`config.mk`:
```
export PLATFORM = sky130hd
export DESIGN_NAME = ddrb2_sram
export DESIGN_NICKNAME = d
export VERILOG_FILES = /design/src/rtl/ddrb2_pkg.sv /design/src/rtl/ddrb2_slot_fsm.sv /design/src/rtl/ddrb2_burst_map.sv /design/src/rtl/ddrb2_out_stage.sv /design/src/rtl/ddrb2_sram.sv
export SDC_FILE = /design/constraint.sdc
export NUM_CORES = 1
export LEC_CHECK = 0
export BUFFER_PORTS_ARGS = -buffer_cell sky130_fd_sc_hd__buf_2
export CAP_MARGIN = 20
export CORE_MARGIN = 2
export CORE_UTILIZATION = 53
export DETAILED_ROUTE_END_ITERATION = 12
export PLACE_DENSITY = 0.74
export RECOVER_POWER = 25
export REMOVE_ABC_BUFFERS = 1
export SLEW_MARGIN = 25
export SYNTH_ARGS = -nofsm -noshare
export SYNTH_HDL_FRONTEND = slang
export SYNTH_SLANG_ARGS = --single-unit
```
`constraint.sdc`:
```
create_clock -name clk -period 2.7 [get_ports clk]
set_input_delay 0.135 -clock clk [delete_from_list [all_inputs] [get_ports clk]]
set_output_delay 0.135 -clock clk [all_outputs]
set_load 0.005 [all_outputs]
```
`src/rtl/ddrb2_pkg.sv`:
```
package ddrb2_pkg;
    typedef enum logic {
        SLOT_RD = 1'b0,
        SLOT_WR = 1'b1
    } slot_e;
endpackage

```
`src/rtl/ddrb2_slot_fsm.sv`:
```
module ddrb2_slot_fsm
    import ddrb2_pkg::*;
(
    input  logic  clk,
    input  logic  rst_n,
    output slot_e slot,
    output logic  rd_slot,
    output logic  wr_slot
);
    slot_e state_q, state_d;

    always_ff @(posedge clk or negedge rst_n) begin
        if (!rst_n) state_q <= SLOT_RD;
        else        state_q <= state_d;
    end

    always_comb begin
        unique case (state_q)
            SLOT_RD: state_d = SLOT_WR;
            SLOT_WR: state_d = SLOT_RD;
        endcase
    end

    always_comb begin
        slot    = state_q;
        rd_slot = (state_q == SLOT_RD);
        wr_slot = (state_q == SLOT_WR);
    end

    // address slots strictly alternate
    a_r2_slot_alternates: assert property (@(posedge clk) disable iff (!rst_n)
        1'b1 |=> (state_q != $past(state_q)));
endmodule

```
`src/rtl/ddrb2_burst_map.sv`:
```
module ddrb2_burst_map #(
    parameter int AW   = 4,
    parameter bit WIDE = 1'b1
) (
    input  logic [AW-1:0] addr,
    output logic [AW-1:0] pair,
    output logic          start
);
    generate
        if (WIDE) begin : g_wide
            assign pair  = {1'b0, addr[AW-1:1]};
            assign start = addr[0];
        end else begin : g_narrow
            assign pair  = addr;
            assign start = 1'b0;
        end
    endgenerate
endmodule

```
`src/rtl/ddrb2_out_stage.sv`:
```
module ddrb2_out_stage #(
    parameter int DW      = 8,
    parameter bit OUT_REG = 1'b0
) (
    input  logic          clk,
    input  logic          rst_n,
    input  logic          in_vld,
    input  logic [DW-1:0] in_r,
    input  logic [DW-1:0] in_f,
    output logic          out_vld,
    output logic [DW-1:0] out_r,
    output logic [DW-1:0] out_f
);
    localparam int NST = OUT_REG ? 2 : 1;

    logic          vq [NST];
    logic [DW-1:0] rq [NST];
    logic [DW-1:0] fq [NST];

    generate
        for (genvar s = 0; s < NST; s++) begin : g_st
            if (s == 0) begin : g_first
                always_ff @(posedge clk or negedge rst_n) begin
                    if (!rst_n) begin
                        vq[0] <= 1'b0;
                        rq[0] <= '0;
                        fq[0] <= '0;
                    end else begin
                        vq[0] <= in_vld;
                        rq[0] <= in_vld ? in_r : '0;
                        fq[0] <= in_vld ? in_f : '0;
                    end
                end
            end else begin : g_next
                always_ff @(posedge clk or negedge rst_n) begin
                    if (!rst_n) begin
                        vq[s] <= 1'b0;
                        rq[s] <= '0;
                        fq[s] <= '0;
                    end else begin
                        vq[s] <= vq[s-1];
                        rq[s] <= rq[s-1];
                        fq[s] <= fq[s-1];
                    end
                end
            end
        end
    endgenerate

    assign out_vld = vq[NST-1];
    assign out_r   = rq[NST-1];
    assign out_f   = fq[NST-1];
endmodule

```
`src/rtl/ddrb2_sram.sv`:
```
module ddrb2_sram
    import ddrb2_pkg::*;
#(
    parameter int DW      = 8,
    parameter int AW      = 4,
    parameter bit WIDE    = 1'b1,
    parameter bit OUT_REG = 1'b0
) (
    input  logic          clk,
    input  logic          rst_n,
    input  logic          rd_req,
    input  logic          wr_req,
    input  logic [AW-1:0] addr,
    input  logic [DW-1:0] wd_rise,
    input  logic [DW-1:0] wd_fall,
    output logic [DW-1:0] q_rise,
    output logic [DW-1:0] q_fall,
    output logic          q_valid
);
    localparam int IW    = AW + 1;
    localparam int WORDS = 2 ** IW;

    slot_e         slot;
    logic          rd_slot, wr_slot;
    logic [AW-1:0] in_pair;
    logic          in_start;

    ddrb2_slot_fsm u_fsm (
        .clk     (clk),
        .rst_n   (rst_n),
        .slot    (slot),
        .rd_slot (rd_slot),
        .wr_slot (wr_slot)
    );

    ddrb2_burst_map #(.AW(AW), .WIDE(WIDE)) u_map (
        .addr  (addr),
        .pair  (in_pair),
        .start (in_start)
    );

    logic rd_ok, wr_ok;
    assign rd_ok = rd_slot && rd_req && (slot == SLOT_RD);
    assign wr_ok = wr_slot && wr_req;

    // read address register
    logic          rv;
    logic [AW-1:0] r_pair;
    logic          r_start;
    // write address register
    logic          wa_vld;
    logic [AW-1:0] wa_pair;
    logic          wa_start;
    // write data register (pending commit)
    logic          wd_vld;
    logic [AW-1:0] wd_pair;
    logic          wd_start;
    logic [DW-1:0] wd_b0, wd_b1;

    always_ff @(posedge clk or negedge rst_n) begin
        if (!rst_n) begin
            rv       <= 1'b0;
            r_pair   <= '0;
            r_start  <= 1'b0;
            wa_vld   <= 1'b0;
            wa_pair  <= '0;
            wa_start <= 1'b0;
            wd_vld   <= 1'b0;
            wd_pair  <= '0;
            wd_start <= 1'b0;
            wd_b0    <= '0;
            wd_b1    <= '0;
        end else begin
            rv       <= rd_ok;
            r_pair   <= in_pair;
            r_start  <= in_start;
            wa_vld   <= wr_ok;
            wa_pair  <= in_pair;
            wa_start <= in_start;
            wd_vld   <= wa_vld;
            wd_pair  <= wa_pair;
            wd_start <= wa_start;
            wd_b0    <= wd_rise;
            wd_b1    <= wd_fall;
        end
    end

    logic [DW-1:0] mem [WORDS];

    always_ff @(posedge clk) begin
        if (wd_vld) begin
            mem[{wd_pair, wd_start}]  <= wd_b0;
            mem[{wd_pair, ~wd_start}] <= wd_b1;
        end
    end

    logic          hit;
    logic [DW-1:0] rd0, rd1;

    always_comb begin
        hit = wd_vld && (wd_pair == r_pair);
        if (hit) begin
            rd0 = (r_start == wd_start)    ? wd_b0 : wd_b1;
            rd1 = ((~r_start) == wd_start) ? wd_b0 : wd_b1;
        end else begin
            rd0 = mem[{r_pair, r_start}];
            rd1 = mem[{r_pair, ~r_start}];
        end
    end

    ddrb2_out_stage #(.DW(DW), .OUT_REG(OUT_REG)) u_out (
        .clk     (clk),
        .rst_n   (rst_n),
        .in_vld  (rv),
        .in_r    (rd0),
        .in_f    (rd1),
        .out_vld (q_valid),
        .out_r   (q_rise),
        .out_f   (q_fall)
    );

    // write beats are captured only the cycle after an accepted write address
    a_r3_data_follows_addr: assert property (@(posedge clk) disable iff (!rst_n)
        wd_vld |-> $past(wa_vld));

    // a read is latched only out of a read slot
    a_r2_read_in_rd_slot: assert property (@(posedge clk) disable iff (!rst_n)
        rv |-> ($past(slot) == SLOT_RD));

    // read strobe lasts one cycle
    a_r4_valid_one_cycle: assert property (@(posedge clk) disable iff (!rst_n)
        q_valid |=> !q_valid);

    // data follows its address one edge later without retiming
    a_r4_latency: assert property (@(posedge clk) disable iff (!rst_n)
        (!OUT_REG && rv) |=> q_valid);

    // outputs quiet while no read is presented
    a_r8_zero_idle: assert property (@(posedge clk) disable iff (!rst_n)
        !q_valid |-> (q_rise == '0 && q_fall == '0));
endmodule

```
==> results.md <==
* Post-placement cell area at 0.008961 mm2
* Post-synth top area share at 0.4483
* H-tree depth at 4
* Synth Cell Area at 0.008574 mm2
* Total Nets Final at 653
* Leak at 3.561 nW
* Hold Crit Class: input port to register
* Yosys warns at 0
* TritonRoute pass-1 iters at 6
* IO Pins at 41
* CP Class: register to register
* # resized after CTS at 0
* Count of different cell masters after synthesis at 44
* Via count at 5,345
* Fillers at 1,198
* DRC at 0
* Pwr Total at 5.827 mW
* Worst Path Max Fanout at 24
* Register bit total from synthesis at 173
* Register-to-register setup slack at 0.33 ns
* Die Area at 0.01721 mm2
* Area of the multi-input gates at 0.003331 mm2
* CTS tree: yes
* Reg-to-reg startpoint: wa_pair[1]
* Rows at 46
* Synth Flop Type: edfxtp_1
* Largest net degree at the start of global routing at 33
* First-pass GRT wire length at 31,020 um
* Drt initial violations at 456
* Hold_sp: wd_fall[6]
* GRT overflow at 0
* Clock Pin Slew Worst Setup and Hold Paths at 0.06 ns
* Slew at the pin with the worst max-slew slack at 1.803 ns
* Final instance area at 0.009746 mm2
* Fin. max-slew vios at 31
* Slowest cell on the critical path: dfrtp_1
* CTS Root Cell: clkbuf_16
* Failing checks: max-capacitance violations, max-slew violations
* GRT Total Usage at 0.2369
* Maximum Capacitance Violations at 1
* Routed WL at 19,760 um
* Top sig layer: met4
* Initial antenna violation count at 0
* Final HPWL DP at 12,710 um
* Fmax at 422.1 MHz
* Arr. time, crit path at 2.64 ns
* Vias per cell at 6.230
* Core area at 0.01583 mm2
* Clk_skew at 0.01003 ns
* # clock sinks at 173
* Die height at 131.2 um
* Most frequent cells in the layout: 128 x edfxtp_1, 118 x mux2_2, 60 x mux2i_1
* Crit path buffers/inverters at 0
* Placer Congestion at 0.8336
* IO buf count at 40
* M1 wire length at 8330 um
* Vias in the first global route at 5,358
* Final Cycle Share at 0.8774
* Area Growth Syn to Fin at 13.66%
* Largest delay share family, worst path: simple AND/OR/NAND/NOR gates
* Ys async rst share at 0.2601
* Tmin final at 2.369 ns
* Wire per inst at 23.03 um
* Met3 WL at 1128 um
* Largest cells by area after synthesis: edfxtp_1 45%, mux2_2 15%, dfrtp_1 13%, mux2i_1 7.0%, mux4_2 2.1%
* Register area share after synthesis at 0.5796
* Most common cell after layout, fill and taps aside: edfxtp_1
* CTS buffer count at 17
* Required @ worst endpoint at 2.97 ns
* Setup crit end kind: register
* Layout cells sized above 1 at 0.3474
* Ant. Diodes at 0
* RSZ-0062 raised after global routing: false
* Detail Route Antenna Nets at 0
* Met2 wire len at 9936 um
* Reg area at 0.004970 mm2
* Synthesized area per cell at 14.83 um2
* Clock Tree Buf Depth at 2
* Synth area leader: edfxtp_1
* Worst stage delay on the critical path at 0.83 ns
* Status: finished with violations
* CP Cell Sequence: or3b_1 -> o22ai_1 -> nor3_1 -> a221oi_1
* Setup Viol. Count Final at 0
* Final TNS setup at 0 ns
* Final hold violation count at 0
* Syn Inst Count at 578
* Initial Utilization at 0.5417
* EDFF count, synth at 128
* Die W at 131.2 um
* CP Launch Type: register
* Crit path launch: wa_pair[1]
* Max rail drop VDD at 0.5062 mV
* Slew margin rel. at -0.2018
* Clock Latency Late Sink at 0.43 ns
* Power Density at 597.9 mW/mm2
synthesized netlist by cell type (3+ instances only):
| cell type | number |
|---|---|
| edfxtp_1 | 128 |
| a221oi_1 | 6 |
| or3_1 | 3 |
| dfrtp_1 | 45 |
| nor3_2 | 5 |
| nor3_1 | 16 |
| mux2i_1 | 60 |
| buf_2 | 14 |
| o22ai_1 | 28 |
| a221oi_2 | 8 |
| buf_4 | 6 |
| mux2_1 | 12 |
| buf_6 | 4 |
| mux4_2 | 8 |
| clkbuf_1 | 26 |
| o211ai_1 | 14 |
| a22oi_1 | 16 |
| mux2_2 | 118 |
| nand2b_1 | 3 |
| nand2_1 | 12 |
| and2_1 | 3 |
| nor2_1 | 7 |
| xnor2_1 | 3 |
| nor2b_1 | 4 |
final timing paths:
kind | depth (start not counted) | to
min reg2reg | 0 | wd_vld
max reg2reg | 4 | u_out.out_r[7]
max | 4 | u_out.out_r[7]
max in group asynchronous | 3 | wd_pair[0]
min | 2 | wd_b1[6]
min in group asynchronous | 2 | wd_b1[1]
what timing repair did:
| action | CTS | global route |
|---|---|---|
| setup buffers | 0 | 0 |
| hold endpoints to repair | 51 | 0 |
| hold buffers | 23 | 0 |
cell type report:
class,count,area share
well taps,216,0.02773
multi-input cells,349,0.3418
repair buffers,85,0.06047
clock buffers,22,0.04981
inverters,3,0.001155
flip-flops and latches,173,0.5100
clock inverters,10,0.009115
metrics by stage:
stage	hold slack [ns]	cells	worst slack [ns]	util
floorplan	-0.1606	525	-0.7704	-
global placement	0.2348	803	0.4645	0.5662
detailed placement	0.2443	803	0.3763	0.5662
CTS	0.3310	858	0.3596	0.6170
global route	0.3398	858	0.1581	0.6157
finish	0.3403	858	0.3310	0.6157
logic make-up after synthesis:
logic type	after synthesis	synth area share
buffers and inverters	56	0.03312
DFF	173	0.5796
muxes	198	0.2618
xor gates and xnor gates	5	0.006860
AOI/OAI and AO/OA	82	0.07574
and+or+nand+nor	64	0.04290
power by group:
group / internal [mW] / leakage [nW] / total (mW) / switching (mW)
combinational: 0.246 / 1.56 / 0.490 / 0.244
sequential: 2.90 / 1.73 / 3.00 / 0.0984
clock: 1.37 / 0.276 / 2.34 / 0.974
state kept, by name, summed over array words and instances, names as in the netlist:
signal         count
mem              128
rv                 1
u_fsm.slot         1
u_out.out_f        8
u_out.out_r        8
u_out.out_vld      1
wa_pair            3
wa_start           1
wa_vld             1
wd_b0              8
wd_b1              8
wd_pair            3
wd_start           1
wd_vld             1
layer usage:
| metal | track usage | vias up |
|---|---|---|
| li1 | - | 2378 |
| met1 | 0.3198 | 2715 |
| met2 | 0.3927 | 221 |
| met3 | 0.04398 | 31 |
| met4 | 0.07428 | 0 |
| met5 | 0 | - |
No activity file was read; power rests on OpenSTA's default activity.
